**src/rtl/irqagg_pkg.sv**
```systemverilog
package irqagg_pkg;

    localparam int NUM_SRC  = 18;
    localparam int DATA_W   = 32;
    localparam int ADDR_W   = 3;
    localparam int BIT_GEN  = 31;
    localparam int BIT_EDGE = 30;

    typedef enum logic [2:0] {
        SEL_CTRL = 3'd0,
        SEL_MASK = 3'd1,
        SEL_STAT = 3'd2,
        SEL_ACK  = 3'd3,
        SEL_POL  = 3'd4
    } reg_sel_e;

    typedef struct packed {
        logic glob_en;
        logic edge_mode;
    } ctrl_t;

    function automatic logic [DATA_W-1:0] pack_ctrl(ctrl_t c);
        logic [DATA_W-1:0] v;
        v = '0;
        v[BIT_GEN]  = c.glob_en;
        v[BIT_EDGE] = c.edge_mode;
        return v;
    endfunction

    function automatic logic [DATA_W-1:0] widen_src(logic [NUM_SRC-1:0] s);
        return {{(DATA_W-NUM_SRC){1'b0}}, s};
    endfunction

endpackage

```
**src/rtl/irqagg_sync.sv**
```systemverilog
module irqagg_sync #(
    parameter int W      = 18,
    parameter int STAGES = 2
) (
    input  logic         clk,
    input  logic         rst,
    input  logic [W-1:0] d,
    output logic [W-1:0] q
);
    logic [STAGES-1:0][W-1:0] stq;

    generate
        if (STAGES == 1) begin : g_single
            always_ff @(posedge clk) begin
                if (rst) stq <= '0;
                else     stq <= d;
            end
        end else begin : g_chain
            always_ff @(posedge clk) begin
                if (rst) stq <= '0;
                else     stq <= {stq[STAGES-2:0], d};
            end
        end
    endgenerate

    assign q = stq[STAGES-1];
endmodule

```
**src/rtl/irqagg_capture.sv**
```systemverilog
module irqagg_capture #(
    parameter int N = 18
) (
    input  logic         clk,
    input  logic         rst,
    input  logic [N-1:0] line_sync,
    input  logic [N-1:0] pol,
    input  logic         edge_mode,
    input  logic [N-1:0] ack,
    output logic [N-1:0] status
);
    logic [N-1:0] corr;
    logic [N-1:0] prev;
    logic [N-1:0] rise;

    assign corr = line_sync ^ pol;
    assign rise = corr & ~prev;

    always_ff @(posedge clk) begin
        if (rst) begin
            prev   <= '0;
            status <= '0;
        end else begin
            prev <= corr;
            if (edge_mode) status <= (status & ~ack) | rise;
            else           status <= corr;
        end
    end

    // level mode tracks corrected line one edge later
    p_level_track_r5: assert property (@(posedge clk) disable iff (rst)
        !edge_mode |=> status == $past(line_sync ^ pol));

    // latched bits without acknowledge are kept
    p_edge_hold_r6: assert property (@(posedge clk) disable iff (rst)
        edge_mode |=> ((status & $past(status & ~ack)) == $past(status & ~ack)));

    // acknowledged bits with no new edge go to zero
    p_ack_clear_r7: assert property (@(posedge clk) disable iff (rst)
        edge_mode |=> ((status & $past(ack & ~rise)) == '0));

    // a new edge always lands, even against an acknowledge
    p_set_wins_r8: assert property (@(posedge clk) disable iff (rst)
        edge_mode |=> ((status & $past(rise)) == $past(rise)));
endmodule

```
**src/rtl/irqagg_regs.sv**
```systemverilog
module irqagg_regs
    import irqagg_pkg::*;
#(
    parameter int N  = NUM_SRC,
    parameter int AW = ADDR_W
) (
    input  logic              clk,
    input  logic              rst,
    input  logic              wr,
    input  logic              rd,
    input  logic [AW-1:0]     addr,
    input  logic [DATA_W-1:0] wdata,
    input  logic [N-1:0]      status,
    output logic [DATA_W-1:0] rdata,
    output ctrl_t             ctrl,
    output logic [N-1:0]      mask,
    output logic [N-1:0]      pol,
    output logic [N-1:0]      ack
);
    localparam logic [AW-1:0] A_CTRL = AW'(SEL_CTRL);
    localparam logic [AW-1:0] A_MASK = AW'(SEL_MASK);
    localparam logic [AW-1:0] A_STAT = AW'(SEL_STAT);
    localparam logic [AW-1:0] A_ACK  = AW'(SEL_ACK);
    localparam logic [AW-1:0] A_POL  = AW'(SEL_POL);

    logic unused_wbits;
    assign unused_wbits = ^wdata[BIT_EDGE-1:N];

    always_ff @(posedge clk) begin
        if (rst) begin
            ctrl <= '0;
            mask <= '0;
            pol  <= '0;
        end else if (wr) begin
            if (addr == A_CTRL) begin
                ctrl.glob_en   <= wdata[BIT_GEN];
                ctrl.edge_mode <= wdata[BIT_EDGE];
            end
            if (addr == A_MASK) mask <= wdata[N-1:0];
            if (addr == A_POL)  pol  <= wdata[N-1:0];
        end
    end

    assign ack = (wr && addr == A_ACK) ? wdata[N-1:0] : '0;

    always_comb begin
        rdata = '0;
        if (rd) begin
            unique case (addr)
                A_CTRL:  rdata = pack_ctrl(ctrl);
                A_MASK:  rdata = {{(DATA_W-N){1'b0}}, mask};
                A_STAT:  rdata = {{(DATA_W-N){1'b0}}, status};
                A_POL:   rdata = {{(DATA_W-N){1'b0}}, pol};
                default: rdata = '0;
            endcase
        end
    end

    // mask holds the written value
    p_mask_write_r3: assert property (@(posedge clk) disable iff (rst)
        (wr && addr == A_MASK) |=> mask == $past(wdata[N-1:0]));

    // unmapped reads return zero
    p_unmapped_zero_r10: assert property (@(posedge clk) disable iff (rst)
        (rd && addr > A_POL) |-> rdata == '0);
endmodule

```
**src/rtl/irq_aggregator.sv**
```systemverilog
module irq_aggregator
    import irqagg_pkg::*;
#(
    parameter int N_SRC   = NUM_SRC,
    parameter int AW      = ADDR_W,
    parameter int SYNC_ST = 2
) (
    input  logic              clk,
    input  logic              rst,
    input  logic              bus_wr,
    input  logic              bus_rd,
    input  logic [AW-1:0]     bus_addr,
    input  logic [DATA_W-1:0] bus_wdata,
    output logic [DATA_W-1:0] bus_rdata,
    input  logic [N_SRC-1:0]  irq_src,
    output logic              irq_out
);
    logic [N_SRC-1:0] line_sync;
    logic [N_SRC-1:0] status;
    logic [N_SRC-1:0] mask;
    logic [N_SRC-1:0] pol;
    logic [N_SRC-1:0] ack;
    ctrl_t            ctrl;

    irqagg_sync #(.W(N_SRC), .STAGES(SYNC_ST)) u_sync (
        .clk (clk),
        .rst (rst),
        .d   (irq_src),
        .q   (line_sync)
    );

    irqagg_regs #(.N(N_SRC), .AW(AW)) u_regs (
        .clk    (clk),
        .rst    (rst),
        .wr     (bus_wr),
        .rd     (bus_rd),
        .addr   (bus_addr),
        .wdata  (bus_wdata),
        .status (status),
        .rdata  (bus_rdata),
        .ctrl   (ctrl),
        .mask   (mask),
        .pol    (pol),
        .ack    (ack)
    );

    irqagg_capture #(.N(N_SRC)) u_cap (
        .clk       (clk),
        .rst       (rst),
        .line_sync (line_sync),
        .pol       (pol),
        .edge_mode (ctrl.edge_mode),
        .ack       (ack),
        .status    (status)
    );

    assign irq_out = ctrl.glob_en & (|(status & mask));

    // no request while globally disabled
    p_gate_off_r9: assert property (@(posedge clk) disable iff (rst)
        !ctrl.glob_en |-> !irq_out);

    // no request while every line is masked
    p_masked_off_r9: assert property (@(posedge clk) disable iff (rst)
        (mask == '0) |-> !irq_out);
endmodule

```
**config.mk**
```make
export PLATFORM = sky130hd
export DESIGN_NAME = irq_aggregator
export DESIGN_NICKNAME = d
export VERILOG_FILES = /design/src/rtl/irqagg_pkg.sv /design/src/rtl/irqagg_sync.sv /design/src/rtl/irqagg_capture.sv /design/src/rtl/irqagg_regs.sv /design/src/rtl/irq_aggregator.sv
export SDC_FILE = /design/constraint.sdc
export NUM_CORES = 1
export LEC_CHECK = 0
export BUFFER_PORTS_ARGS = -buffer_cell sky130_fd_sc_hd__buf_2
export CORE_MARGIN = 2
export CORE_UTILIZATION = 40
export CTS_CLUSTER_DIAMETER = 120
export CTS_CLUSTER_SIZE = 10
export DETAILED_ROUTE_END_ITERATION = 8
export HOLD_SLACK_MARGIN = 0.15
export PLACE_DENSITY = 0.6
export SYNTH_ARGS = -nofsm -noshare
export SYNTH_HDL_FRONTEND = slang
export SYNTH_HIERARCHICAL = 1
export SYNTH_SLANG_ARGS = --single-unit
```
**constraint.sdc**
```tcl
create_clock -name clk -period 6 [get_ports clk]
set_input_delay 1.8 -clock clk [delete_from_list [all_inputs] [get_ports clk]]
set_output_delay 1.8 -clock clk [all_outputs]
set_load 0.005 [all_outputs]
```
# Word-level counts from Yosys, hierarchy flattened
# Cells that the tools add are included.
# W data, S select, Z words.
# totals
mem_bits_ro	0
reg_bits	110
memories	0
wordCells	30
output_inout_bits	33
mem_bits_rw	0
latch_bits	0
input_bits	57
# op_classes
n_lt_le_gt_ge	0
muxes	4
n_mul	0
shift	0
div	0
add_sub_neg	0
reduce_logical	6
bitwise	8
eq_ne	4
# ops
cell	n
$pmux W32 S4	1
$and A18 B18 Y18	3
$mux W18	2
$not A18 Y18	2
$mux W32	1
$or A18 B18 Y18	1
$reduce_or A18 Y1	1
$xor A18 B18 Y18	1
$eq A3 B2 Y1 const B	2
$reduce_and A2 Y1	3
$eq A3 B1 Y1 const B	1
$eq A3 B3 Y1 const B	1
$logic_not A3 Y1	1
$and A1 B1 Y1	1
$logic_and A1 B1 Y1	1

# Depth between registers and ports, before layout
# depth
ltp_word	7
ltp_mapped	6
depth_no_buf	4

# By module
# Netlist, hierarchy kept.
# by_module_without_submodules
module	n_inst	seq_area_each_um2	area_per_inst_um2	cells_per_inst
irqagg_regs	1	760.7	2160.8	276
irqagg_capture	1	720.7	1451.4	135
irqagg_sync	1	720.7	1129.8	93
irq_aggregator	1	0.0	108.9	12

# Least setup slack after synthesis
# No wires, ideal clock.
# synth_timing
path_kind	input port to output port
startpoint	in bus_addr[1]
endpoint	out bus_rdata[10]
setup_slack_ns	1.555
t_required_ns	4.200
t_arrival_ns	2.645
cell_stages	5
n_path_buf	2
path_cell_list	buf_4 > nor3b_4 > buf_6 > a32oi_1 > a21oi_1
# synth_via
elab_chain_cells	3
elab_cells_between_ends	6
classes_between	eq/ne: 3; mux: 2; reduce/logical: 1
# synth_lines
element	line_no	rtl
start, declared	irq_aggregator.sv:12	input logic [AW-1:0] bus_addr,
$eq A3 B3 Y1, or another cell as far along	irqagg_regs.sv:49	unique case (addr)
$pmux W32 S4 *	irqagg_regs.sv:49	
$mux W32 *	irqagg_regs.sv:48	if (rd) begin
end, declared	irq_aggregator.sv:14	output logic [DATA_W-1:0] bus_rdata,
# Every way passes the cells marked *; elsewhere a longest branch is shown, timed or not.

# Final worst setup path
# layout_timing
startpoint	in bus_addr[1]
endpoint	out bus_rdata[6]
# The elaborated chain is that of the path after synthesis.

==> summary.md <==
| Metric | Value |
|---|---|
| Status | `completed` |
| Vias per std cell | `5.11` |
| FF+latch count, synth | `110` |
| Max Cap Viol | `0` |
| First-pass GRT wire length | `around 18,000 um` |
| Drt pass-1 iters | `4` |
| CTS tree | `yes` |
| # clock sinks | `110` |
| Final setup vio count | `0` |
| Delay-heaviest family, CP | `buffers and inverters` |
| Leak | `2.01 nW` |
| WS Path Type | `in2out` |
| Avg Inst Size Synth | `9.40 um^2` |
| Horizontal die dimension | `about 110 um` |
| Worst-Skew Late Latency | `0.35 ns` |
| WL final | `11,500 um` |
| Worst VDD drop | `0.000143 V` |
| Fmax | `197 MHz` |
| Layout cells sized above 1 | `20.7%` |
| Final TNS setup | `0 ns` |
| Startpoint Class | `primary input` |
| GP Congestion | `approximately 0.8` |
| Sequential cell area | `between 0.002 and 0.0025 mm^2` |
| GR Util met3 | `2.01%` |
| H-tree levels | `3` |
| Worst endpoint data arrival time | `3.26 ns` |
| CP max FO | `28` |
| Final cell utilization of the core | `between 40 and 50%` |
| Slew @ Worst Pin | `1.13 ns` |
| Crit-path max cell delay | `approximately 0.4 ns` |
| YS warnings | `6` |
| CTS root buf | `clkbuf_16` |
| Num CTS Buffers | `9` |
| PortBufs | `65` |
| Post-layout min period | `5.06 ns` |
| Slew HR | `24.4%` |
| Synth Flop Type | `dfxtp_1` |
| Worst Hold Class | `reg2reg` |
| Via count | `3,539` |
| Total core area | `about 0.012 mm^2` |
| Fill count | `1,169` |
| Final #Nets | `599` |
| Io pins | `90` |
| Post-synthesis sequential area ratio | `45.4%` |
| Post-synth EDFFs | `0` |
| Clock Path Buffers | `2` |
| Distinct cells, synth | `40` |
| DPL Wire Length | `7150 um` |
| Initial Util | `40.7%` |
| Die area | `0.0130 mm^2` |
| Worst path slowest cell | `buf_2` |
| Drt drc | `0` |
| Vias in the first global route | `around 3,500` |
| Initial DRC Count | `207` |
| RSZ-0062 raised after global routing | `no` |
| Final Hold Vio Count | `0` |
| Max-slew violations | `0` |
| Diode count | `0` |
| PD cells | `293 mW/mm^2` |
| GRT Total Usage | `18.2%` |
| Setup crit end kind | `output pin` |
| Setup ws final | `0.937 ns` |
| Antenna-violating nets left | `0` |
| Clk_skew | `0.00739 ns` |
| Most used cell, CP | `buf_2` |
| Clock transition at the registers of the reported paths | `0.07 ns` |
| Fin crit share | `84.4%` |
| Critical-path cell list | `buf_2, nor3b_4, buf_4, a32oi_1, a21oi_1, buf_2` |
| Wire length per cell | `16.6 um` |
| # hold bufs at CTS | `0` |
| Die Ht | `114 um` |
| Grt met1 use | `a little under a quarter` |
| Pre-CTS WS | `0.964 ns` |
| Most Crowded Layer GR | `met2` |
| # rows | `40` |
| Post-synthesis instance area | `0.00485 mm^2` |
| Met2 Use GR | `31.1%` |
| Post-Syn Instances | `roughly 520` |
| Post_cts resized | `0` |
| Area grow syn2layout | `9.11%` |
| Post-synth ARST share | `0%` |
| Total gr overflow | `0` |
| Crit path required time | `4.20 ns` |
| Crit path buf inv count | `3` |
| Largest net degree at the start of global routing | `62` |
| Multi-input combinational cell area | `0.00213 mm^2` |
| Postcts setup bufs | `0` |
| Initial antenna violation count | `0` |
[stage by stage]
step | std cells | hold slack, ns | power [mW] | instance area, um^2
global route | 693 | 0.460 | 1.61 | 5290
detailed placement | 678 | 0.426 | 0.897 | 4950
global placement | 678 | 0.426 | 0.893 | 4950
finish | 693 | 0.436 | 1.55 | 5290
floorplan | 527 | 0.414 | 0.873 | 4890
CTS | 693 | 0.442 | 1.57 | 5290
[cells by family after synthesis]
group / count (synthesis) / share of synthesized area, %
flip-flops: 110 / 45.4
multiplexers: 2 / 0.413
buffers and inverters: 85 / 11.6
AO/OA/AOI/OAI: 120 / 18.9
XOR/XNOR: 18 / 3.25
AND/OR/NAND/NOR: 180 / 20.4
other: 1 / 0.0773
[report_power, final]
| group | leakage [nW] | internal [mW] | total [mW] | switching [mW] |
|---|---|---|---|---|
| combinational | 0.947 | 0.0446 | 0.110 | 0.0656 |
| clock | 0.166 | 0.417 | 0.673 | 0.256 |
| sequential | 0.899 | 0.756 | 0.770 | 0.0137 |
| total | 2.01 | 1.22 | 1.55 | 0.335 |
[cell usage in the layout, fill, tap and decap left out, types with 3 or more instances in the layout]
cell type  instances
and2b_2            6
clkbuf_16          9
a21oi_2            3
nor2b_1           31
a22oi_1            4
buf_4              7
xnor2_1           18
o32ai_1            8
a32oi_1           18
nor2_1            21
dfxtp_1          110
nand2_1           72
a21o_1            18
nand3b_1          18
o32ai_2           10
and2_1            20
bufinv_16          3
a21oi_1           52
buf_2             64
inv_1             18
conb_1            12
[cell usage after synthesis, types with 3 or more instances]
cell type  instances  area share (%)
a21o_1            18             2.8
a21oi_1           52             5.4
a21oi_2            3            0.54
a22oi_1            4            0.62
a32oi_1           18             3.2
and2_1            20             2.6
and2b_2            6             1.1
buf_2             10             1.0
buf_4             36             5.6
buf_6             11             2.6
clkbuf_1           8            0.62
dfxtp_1          110              45
inv_1             18             1.4
nand2_1           72             5.6
nand3b_1          18             2.8
nor2_1            21             1.6
nor2b_1           31             4.0
o32ai_1            8             1.4
o32ai_2           10             3.4
xnor2_1           18             3.2
[registers in the layout, summed over array words and instances (netlist names)]
signal        flops
u_regs/ctrl       2
u_sync/q         18
u_regs/pol       18
u_regs/mask      18
u_cap/status     18
u_cap/prev       18
u_sync/stq       18
[worst paths after layout]
kind / from / end / slack [ns] / cells past startpoint
hold / removal: u_sync/stq[16] / u_sync/q[16] / 0.44 / 1
hold reg to reg: u_sync/stq[16] / u_sync/q[16] / 0.44 / 1
setup / recovery: bus_addr[1] / bus_rdata[6] / 0.94 / 6
setup reg to reg: u_regs/ctrl[0] / u_cap/status[10] / 4.68 / 3
[layout make-up]
type                    instances  area share (%)
clock buffers                  11            4.59
clock inverters                 4            1.80
inverters                      18            1.28
multi-input cells             332            40.2
flip-flops and latches        110            41.6
well taps                     147            3.48
repair buffers                 71            7.04
[worst register-to-register path, stage by stage, from the launching register on]
cell      delay [ns]
dfxtp_1         0.31
buf_4           0.30
nand2b_4        0.28
o32ai_1         0.32
[metal layers]
metal	routed length, um	up-vias	part of all wire, %
met2	5630	96	49
met4	230	0	2.0
met1	5110	1668	44
met5	0	-	0
met3	516	15	4.5
li1	-	1760	-
No activity file was read; power rests on OpenSTA's default activity.
